<file path="src/rtl/imx_pkg.sv">
package imx_pkg;
  typedef enum logic [1:0] {
    EXT_SIGN   = 2'd0,
    EXT_ZERO   = 2'd1,
    EXT_PREFIX = 2'd2
  } ext_mode_e;
endpackage

</file>
<file path="src/rtl/imx_prefix_state.sv">
module imx_prefix_state #(
  parameter int IMM_W = 16
) (
  input  logic             clk,
  input  logic             rst,
  input  logic             insn_valid,
  input  logic             take_prefix,
  input  logic [IMM_W-1:0] imm_field,
  output logic             armed,
  output logic [IMM_W-1:0] upper
);
  always_ff @(posedge clk) begin
    if (rst) begin
      armed <= 1'b0;
      upper <= '0;
    end else if (insn_valid) begin
      if (take_prefix) begin
        armed <= 1'b1;
        upper <= imm_field;
      end else begin
        armed <= 1'b0;
      end
    end
  end
endmodule

</file>
<file path="src/rtl/imx_extend.sv">
module imx_extend
  import imx_pkg::*;
#(
  parameter int IMM_W = 16,
  localparam int OPND_W = 2 * IMM_W
) (
  input  ext_mode_e         mode,
  input  logic [IMM_W-1:0]  upper,
  input  logic [IMM_W-1:0]  imm_field,
  output logic [OPND_W-1:0] operand
);
  logic [IMM_W-1:0] fill;

  always_comb begin
    unique case (mode)
      EXT_PREFIX: fill = upper;
      EXT_ZERO:   fill = '0;
      default:    fill = {IMM_W{imm_field[IMM_W-1]}};
    endcase
    operand = {fill, imm_field};
  end
endmodule

</file>
<file path="src/rtl/imx_shamt.sv">
module imx_shamt #(
  parameter int OPND_W  = 32,
  parameter int SHAMT_W = 5
) (
  input  logic [OPND_W-1:0]  operand,
  input  logic               shift_form,
  output logic [SHAMT_W-1:0] shift_amt
);
  generate
    if (SHAMT_W <= OPND_W) begin : g_slice
      assign shift_amt = shift_form ? operand[SHAMT_W-1:0] : '0;
    end else begin : g_pad
      assign shift_amt = shift_form ? {{(SHAMT_W-OPND_W){1'b0}}, operand} : '0;
    end
  endgenerate
endmodule

</file>
<file path="src/rtl/imx_prefix_unit.sv">
module imx_prefix_unit
  import imx_pkg::*;
#(
  parameter int             IMM_W     = 16,
  parameter int             OP_W      = 6,
  parameter logic [OP_W-1:0] PREFIX_OP = 6'h2C,
  parameter int             SHAMT_W   = 5,
  localparam int            OPND_W    = 2 * IMM_W
) (
  input  logic               clk,
  input  logic               rst,
  input  logic               insn_valid,
  input  logic [OP_W-1:0]    insn_major,
  input  logic [IMM_W-1:0]   imm_field,
  input  logic               imm_unsigned,
  input  logic               shift_form,
  output logic [OPND_W-1:0]  operand,
  output logic [SHAMT_W-1:0] shift_amt
);
  logic             take_prefix;
  logic             armed;
  logic [IMM_W-1:0] upper;
  ext_mode_e        mode;

  assign take_prefix = insn_valid && (insn_major == PREFIX_OP);

  always_comb begin
    if (armed)             mode = EXT_PREFIX;
    else if (imm_unsigned) mode = EXT_ZERO;
    else                   mode = EXT_SIGN;
  end

  imx_prefix_state #(.IMM_W(IMM_W)) u_state (
    .clk        (clk),
    .rst        (rst),
    .insn_valid (insn_valid),
    .take_prefix(take_prefix),
    .imm_field  (imm_field),
    .armed      (armed),
    .upper      (upper)
  );

  imx_extend #(.IMM_W(IMM_W)) u_ext (
    .mode     (mode),
    .upper    (upper),
    .imm_field(imm_field),
    .operand  (operand)
  );

  imx_shamt #(.OPND_W(OPND_W), .SHAMT_W(SHAMT_W)) u_shamt (
    .operand   (operand),
    .shift_form(shift_form),
    .shift_amt (shift_amt)
  );
endmodule

</file>
<file path="config.mk">
export PLATFORM = sky130hd
export DESIGN_NAME = imx_prefix_unit
export DESIGN_NICKNAME = d
export VERILOG_FILES = /design/src/rtl/imx_pkg.sv /design/src/rtl/imx_prefix_state.sv /design/src/rtl/imx_extend.sv /design/src/rtl/imx_shamt.sv /design/src/rtl/imx_prefix_unit.sv
export SDC_FILE = /design/constraint.sdc
export NUM_CORES = 1
export LEC_CHECK = 0
export BUFFER_PORTS_ARGS = -buffer_cell sky130_fd_sc_hd__buf_2
export CORE_ASPECT_RATIO = 1.75
export CORE_UTILIZATION = 47
export CTS_CLUSTER_SIZE = 20
export DETAILED_ROUTE_END_ITERATION = 16
export PLACE_DENSITY = 0.87
export SLEW_MARGIN = 20
export SYNTH_ARGS = -nofsm -noshare
export SYNTH_HDL_FRONTEND = slang
export SYNTH_HIERARCHICAL = 1
export SYNTH_SLANG_ARGS = --single-unit
export TNS_END_PERCENT = 100
</file>
<file path="constraint.sdc">
create_clock -name clk -period 2.9 [get_ports clk]
set_input_delay 0.145 -clock clk [delete_from_list [all_inputs] [get_ports clk]]
set_output_delay 0.145 -clock clk [all_outputs]
set_load 0.05 [all_outputs]
</file>
# ---- Word level (Yosys, flattened, before mapping)
# Cells that the tools add are included.
dict set report word_totals {
  ff_bits 17
  inputBits 27
  out_inout_bits 37
  elab_cells 12
}
dict set report classes {
  eq_ne 3
  mux 5
  reduce_logical 2
}
# op count
set ops {}
lappend ops {{$pmux 16 s2} 1}
lappend ops {{$eq 6x6->1 const B} 1}
lappend ops {{$mux 5} 1}
lappend ops {{$eq 2x1->1 const B} 1}
lappend ops {{$eq 2x2->1 const B} 1}
lappend ops {{$mux 1} 2}
lappend ops {{$mux 2} 1}
lappend ops {{$reduce_and 2->1} 1}
lappend ops {{$logic_and 1x1->1} 1}

# ---- Longest topological paths before layout
# Gate-level depths: netlist of the first run.
dict set report logic_depth {
  depth_word 4
  mapped_depth 7
}

# ---- Hierarchy
# The synthesis of the first run kept the hierarchy.
# module instances cells_each area_each_um2 seq_area_each_um2
set modules_own_cells {}
lappend modules_own_cells {imx_prefix_state 1 77 789.5 340.3}
lappend modules_own_cells {imx_extend 1 40 319.1 0.0}
lappend modules_own_cells {imx_shamt 1 5 31.3 0.0}
lappend modules_own_cells {imx_prefix_unit 1 3 25.0 0.0}

# ---- Worst setup path before layout of the first run
# OpenSTA, ideal clock, no wires.
dict set report synth_path {
  kind {reg-to-output}
  startpoint {register u_state.armed}
  endpoint {output port operand[16]}
  t_arrival_ns 1.490
  required_ns 2.755
  path_slack_ns 1.265
  path_stages_with_launch 8
  cell_sequence {dfxtp_1 -> nor2b_1 -> inv_1 -> ha_1 -> nor2b_1 -> buf_2 -> buf_6 -> a21o_1}
}
dict set report synth_between {
  elab_chain_len 3
  elab_cells_between_ends 4
  cone_classes {2 x eq/ne; 2 x mux}
}
# element line_no
set synth_lines {}
lappend synth_lines {{from (decl)} imx_prefix_state.sv:9} ;# output logic armed,
lappend synth_lines {{from (signal assigned)} imx_prefix_state.sv:14} ;# armed <= 1'b0;
lappend synth_lines {{from (signal assigned)} imx_prefix_state.sv:18} ;# armed <= 1'b1;
lappend synth_lines {{from (signal assigned)} imx_prefix_state.sv:21} ;# armed <= 1'b0;
lappend synth_lines {{$mux 2 *} imx_prefix_unit.sv:28} ;# if (armed) mode = EXT_PREFIX;
lappend synth_lines {{net mode[0]} imx_prefix_unit.sv:23} ;# ext_mode_e mode;
lappend synth_lines {{$eq 2x1->1 / $eq 2x2->1 (equally long branches)} imx_extend.sv:15} ;# unique case (mode)
lappend synth_lines {{$pmux 16 s2 *} imx_extend.sv:15}
lappend synth_lines {{to (decl)} imx_prefix_unit.sv:17} ;# output logic [OPND_W-1:0] operand,
# Mark *: on every way through the listed nets, which the timed path passes. The rest lies on a longest branch.

# ---- Worst setup path in the final report of the first run
dict set report layout_path {
  startpoint {register u_state.armed}
  endpoint {output port operand[23]}
}
# Same word-level chain as after synthesis.

==> metrics.yaml, run 1 <==
run_status:
  status: "complete, no violations"
timing:
  finalSetupViolCount: 0
  slew_headroom_pct: 60.8
  hold_viol_final: 0
  period_share_pct: 71.7
  worst_slew_pin_slew_ns: 0.588
  finalCriticalPeriod_ns: 2.08
  slew_violations: 0
  fin_setup_tns_ns: 0
  rsz0062_at_grt: "no"
  fin_worst_skew_ns: 0
  max_freq_mhz: 481
pwr:
  total_power_w: 0.000588
  p_comb_share_pct: 30.3
  power_density_nw_per_um2: 440
  intPower_w: 0.000372
  power_leakage_nw: 0.702
  p_seq_share_pct: 39.8
  ir_drop_uv: 362
  switching_share_pct: 36.8
  clock_power_share_pct: 29.9
  switchingPower_w: 0.000217
worst_setup_path:
  r2r_slack_ns: 2.13
  criticalPathCategory: "register to output pin"
  critPathArrivalTime_ns: 1.94
  crit_path_start_kind: "register"
  cp_data_required_time_ns: 2.76
  crit_path_end_kind: "output pin"
  critPathMaxFanout: 16
placed_design:
  dpl.hpwl_mm: 1.75
  placement.io_buffers: 63
  gp_congestion: 0.699
floorplan:
  rows: 23
  dieArea_um2: 2690
  start_util_pct: 50.6
  placeableCoreArea_um2: 2300
  die_h_um: 67.9
  fp.dieW_um: 39.6
  ioPinCount: 64
grt:
  first_global_vias: 921
  overflow: 0
  grt_util_all_layers_pct: 19.8
  antenna_found_initial: 0
  grt_max_degree: 35
  grt_pass1_wl_mm: 3.89
cells_and_area:
  num_antenna_cells: 0
  layout.nets: 193
  utilization_pct: 58.1
  area_delta_synth_final_pct: 14.8
  final_layout_size_suffix_gt1_share_pct: 53.7
synth:
  seq_area_frac_synth_pct: 29.2
  postSynthAreaPerCell_um2: 9.32
  syn_area_um2: 1160
  yosys_warnings: 6
  yosysUniqueCellTypes: 21
  synthesis.nets: 153
  syn_inst: 125
  yosys_register_bits: 17
drt:
  drtIter0Drc: 13
  firstDrtPassIters: 4
  dr_total_vias: 973
  ant_nets: 0
  routed_wl_mm: 2.43
  drc: 0
  wl_per_cell_um: 12.9
  via_per_inst: 5.15
clock_network:
  cts_buffer_depth: 2
  clock_sinks: 17
  cts_resized: 0
  cts_made_buffers: 3
  ctsHoldBuffers: 0
  clkTransAtPathRegs_ns: 0.06
  clock_latency_ns: 0.25
  root_buffer: "clkbuf_8"
  htree_levels: 1
  cts_tree: "yes"
  postCtsSetupBuffers: 0
worst_hold_path:
  hold_path_class: "input pin to register"
job:
  maxCapViolCount: 0
==> area by class of cell <==
class / instances / area, µm²
Fill cell: 239 / 965
Timing Repair Buffer: 65 / 330
Inverter: 1 / 3.75
Multi-Input combinational cell: 77 / 586
Clock buffer: 3 / 41.3
Clock inverter: 1 / 5.00
Sequential cell: 17 / 340
Tap cell: 25 / 31.3
==> cells in the final DEF (no fill, tap or decap), drive strengths merged <==
cell type / instances
nor4: 1
ha: 1
dfxtp: 17
buf: 65
a21o: 16
nand4: 1
nor2: 1
clkbuf: 3
and2: 6
nor2b: 2
a21bo: 16
clkinv: 1
inv: 1
mux2i: 1
a21oi: 16
nand3: 16
==> Yosys cell counts (all sizes together) <==
| library cell | count | area [µm²] |
|---|---|---|
| ha | 1 | 12.5 |
| mux2i | 1 | 10.0 |
| nor2 | 1 | 3.75 |
| a21o | 16 | 128 |
| nor4 | 1 | 12.5 |
| and2 | 6 | 37.5 |
| buf | 29 | 239 |
| a21bo | 16 | 160 |
| nand4 | 1 | 6.26 |
| dfxtp | 17 | 340 |
| inv | 1 | 3.75 |
| clkbuf | 1 | 5.00 |
| nor2b | 2 | 12.5 |
| nand3 | 16 | 80.1 |
| a21oi | 16 | 114 |
==> worst max-delay path: stages (launching register included) <==
cell,delay (ns)
dfxtp_1,0.33
nor2b_1,0.12
inv_1,0.05
ha_1,0.28
and2_1,0.49
a21o_2,0.16
buf_2,0.25
==> power groups by stage <==
stage	Combinational [W]	Clock [W]	Sequential (W)
final	0.000178	0.000176	0.000234
after global routing	0.000187	0.000190	0.000234
after floorplan	0.000155	0	0.000239
after global placement	0.000177	0	0.000239
after CTS	0.000180	0.000179	0.000234
after detailed placement	0.000179	0	0.000239
==> kinds of logic after synthesis <==
family | synth area share [%]
AO/OA/AOI/OAI | 34.5
adder cells (fa/ha/maj) | 1.07
multiplexers | 0.859
AND/OR/NAND/NOR | 13.1
flip-flops | 29.2
buffers and inverters | 21.3
==> sequential cells by signal, summed over array words and instances (netlist names) <==
register       cells
u_state/upper     16
u_state/armed      1
==> worst paths after layout <==
check                                          to              start  cells after the start
worst max-delay path                  operand[23]      u_state/armed                      6
worst min-delay path            u_state/upper[13]      imm_field[13]                      3
worst max register to register  u_state/upper[12]  u_state/upper[12]                      2
worst min register to register      u_state/armed      u_state/armed                      2
==> metrics by stage <==
| step | setup slack (ns) | hold WS (ns) | cell area (µm²) | cells |
|---|---|---|---|---|
| 2_1_floorplan | 1.27 | 0.292 | 1160 | 125 |
| 3_3_place_gp | 1.16 | 0.410 | 1290 | 185 |
| 3_5_place_dp | 1.09 | 0.427 | 1290 | 185 |
| 4_1_cts | 0.804 | 0.162 | 1340 | 189 |
| 5_1_grt | 0.703 | 0.172 | 1340 | 189 |
| 6_report | 0.819 | 0.160 | 1340 | 189 |
==> routing by layer <==
metal | track usage [%] | wire length (µm) | vias up
met3 | 2.92 | 121 | 2
met5 | 0 | 0 | -
li1 | - | - | 496
met4 | 6.47 | 14 | 0
met1 | 21.7 | 930 | 446
met2 | 36.7 | 1360 | 29
(Power assumes the default switching activity.)
==> run 2: changes to the inputs <==
--- a/config.mk
+++ b/config.mk
@@ -7,10 +7,10 @@
 export LEC_CHECK = 0
 export BUFFER_PORTS_ARGS = -buffer_cell sky130_fd_sc_hd__buf_2
 export CORE_ASPECT_RATIO = 1.75
-export CORE_UTILIZATION = 47
+export CORE_UTILIZATION = 40
 export CTS_CLUSTER_SIZE = 20
 export DETAILED_ROUTE_END_ITERATION = 16
-export PLACE_DENSITY = 0.87
+export PLACE_DENSITY = 0.79
 export SLEW_MARGIN = 20
 export SYNTH_ARGS = -nofsm -noshare
 export SYNTH_HDL_FRONTEND = slang
==> constraint.sdc (replaced) <==
create_clock -name clk -period 1.7 [get_ports clk]
set_input_delay 0.085 -clock clk [delete_from_list [all_inputs] [get_ports clk]]
set_output_delay 0.085 -clock clk [all_outputs]
set_load 0.05 [all_outputs]
==> run 2 against run 1 <==
Register-to-register slack lost 1.2 ns. Largest cell class unchanged. Clock power grew 68%. Total power grew 79%. Clock skew is the same. First-iteration DRC count grew 23%. Sequential share of layout area shrank 3.4 points. Critical path depth grew 1. Setup slack lost 0.79 ns. Highest routed layer unchanged. Die area grew 17%.
==> metrics.yaml, run 2 (synthesis gave the netlist of run 1 again) <==
run_status:
  status: "complete, no violations"
clock_network:
  clock_sinks: 17  # unchanged
  cts_tree: "yes"
  ctsHoldBuffers: 0  # unchanged
  cts_made_buffers: 3  # unchanged
  htree_levels: 1  # unchanged
  clock_latency_ns: 0.25  # about the same
  clkTransAtPathRegs_ns: 0.06  # about the same
  root_buffer: "clkbuf_8"
  cts_buffer_depth: 2  # unchanged
pwr:
  total_power_w: 0.00105  # +79%
  ir_drop_uv: 483  # +33%
  power_density_nw_per_um2: 678  # +54%
  power_leakage_nw: 0.754  # +7.3%
cells_and_area:
  top_register: "u_state/upper"
  layout.nets: 198  # +2.6%
  top_regs: "u_state/upper: 16 flops, u_state/armed: 1 flops"
  largest_reg_flops: 16  # unchanged
  final_area_um2: 1550  # +16%
  final_cell_mix: "47 x buf_2, 16 x nand3_1, 16 x dfxtp_1"
  final_layout_size_suffix_gt1_share_pct: 56.8  # +3.1 points
  num_antenna_cells: 0  # unchanged
  layout_commonest_cell: "buf_2"
  area_delta_synth_final_pct: 32.9
  layoutNonFillerInstCount: 196  # +3.7%
placed_design:
  post-place-ws_ns: -0.0622  # -1.15 ns
  dpl.hpwl_mm: 1.74  # -0.52%
  gp_congestion: 0.688  # -1.5%
  dpl_cell_area_um2: 1320  # +1.9%
  dp.cells: 190  # +2.7%
  placement.io_buffers: 63  # unchanged
floorplan:
  placeableCoreArea_um2: 2720  # +18%
  die_h_um: 73.4  # +8.1%
  ioPinCount: 64  # unchanged
  dieArea_um2: 3140  # +17%
  rows: 25  # +8.7%
  fp.dieW_um: 42.8  # +8.0%
  start_util_pct: 42.8  # -7.8 points
grt:
  first_global_vias: 916  # -0.54%
  antenna_found_initial: 0  # unchanged
  overflow: 0  # unchanged
  grt_max_degree: 34  # -2.9%
  grt_pass1_wl_mm: 4.08  # +5.0%
  grt_util_all_layers_pct: 17.1  # -2.8 points
drt:
  firstDrtPassIters: 4  # unchanged
  dr_total_vias: 1033  # +6.2%
  wl_per_cell_um: 14.4  # +12%
  via_per_inst: 5.27  # +2.4%
  routed_wl_mm: 2.83  # +17%
  drtIter0Drc: 16  # +3
  drc: 0  # unchanged
  ant_nets: 0  # unchanged
worst_setup_path:
  critPathMaxFanout: 3  # -13
  crit_path_end_kind: "output pin"
  cp_data_required_time_ns: 1.62  # -1.14 ns
  crit_path_start_kind: "register"
  critPathArrivalTime_ns: 1.59  # -0.35 ns
  criticalPathCategory: "register to output pin"
timing:
  slew_violations: 0  # unchanged
  slew_headroom_pct: 72.7  # +12 points
  max_freq_mhz: 598
  worst_slew_pin_slew_ns: 0.409  # -0.179 ns
  period_share_pct: 98.4
  finalSetupViolCount: 0  # unchanged
  fin_hold_ws_ns: 0.0959  # -0.0640 ns
  rsz0062_at_grt: "yes"
  setup_slack_ns: 0.0272  # -0.792 ns
  hold_viol_final: 0  # unchanged
  fin_worst_skew_ns: 0  # unchanged
  finalCriticalPeriod_ns: 1.67
worst_hold_path:
  hold_path_class: "input pin to register"
job:
  maxCapViolCount: 0  # unchanged
==> run 2: routing by layer <==
| layer | vias up | wire length, µm | global-route usage, % |
|---|---|---|---|
| li1 | 509 | - | - |
| met1 | 480 | 1060 | 19.1 |
| met2 | 40 | 1610 | 31.1 |
| met3 | 4 | 127 | 2.46 |
| met4 | 0 | 36 | 7.29 |
| met5 | - | 0 | 0 |
==> run 2: cell type report <==
class,instances,area [µm²]
repair buffers,69,483
well taps,27,33.8
multi-input cells,78,641
fillers,254,1170
inverters,1,3.75
flip-flops and latches,17,342
clock buffers,4,45.0
==> run 2: critical path, stage by stage (launching register included) <==
cell and delay (ns):
dfxtp_2 0.33, nor2b_1 0.10, inv_1 0.07, ha_4 0.30
nor2b_4 0.05, buf_4 0.14, a21o_4 0.21, buf_8 0.14
==> run 2: repair_timing <==
item	CTS	global route
pin swaps	1	8
gates cloned	0	1
resized for setup	38	10
endpoints found under the setup margin	16	16
buffers inserted	0	1
==> run 2: power by group <==
group          switching (W)  internal [W]
logic               0.000245      0.000110
clock network       0.000129      0.000166
registers        0.000000505      0.000399
==> run 2: path summary, 6_finish.rpt <==
check                                       from  depth (start not counted)                 to  slack [ns]
worst max-delay path               u_state/armed                          7        operand[29]        0.03
worst min-delay path               imm_field[13]                          3  u_state/upper[13]         0.1
worst max register to register  u_state/upper[5]                          2   u_state/upper[5]        0.93
worst min register to register     u_state/armed                          2      u_state/armed        0.57
==> run 2: through the flow <==
step	TNS [ns]	util (%)
3_5_place_dp	-0.595	48.4
3_3_place_gp	-0.0381	48.4
2_1_floorplan	0	-
6_report	0	56.9
5_1_grt	-0.419	56.9
4_1_cts	0	54.6
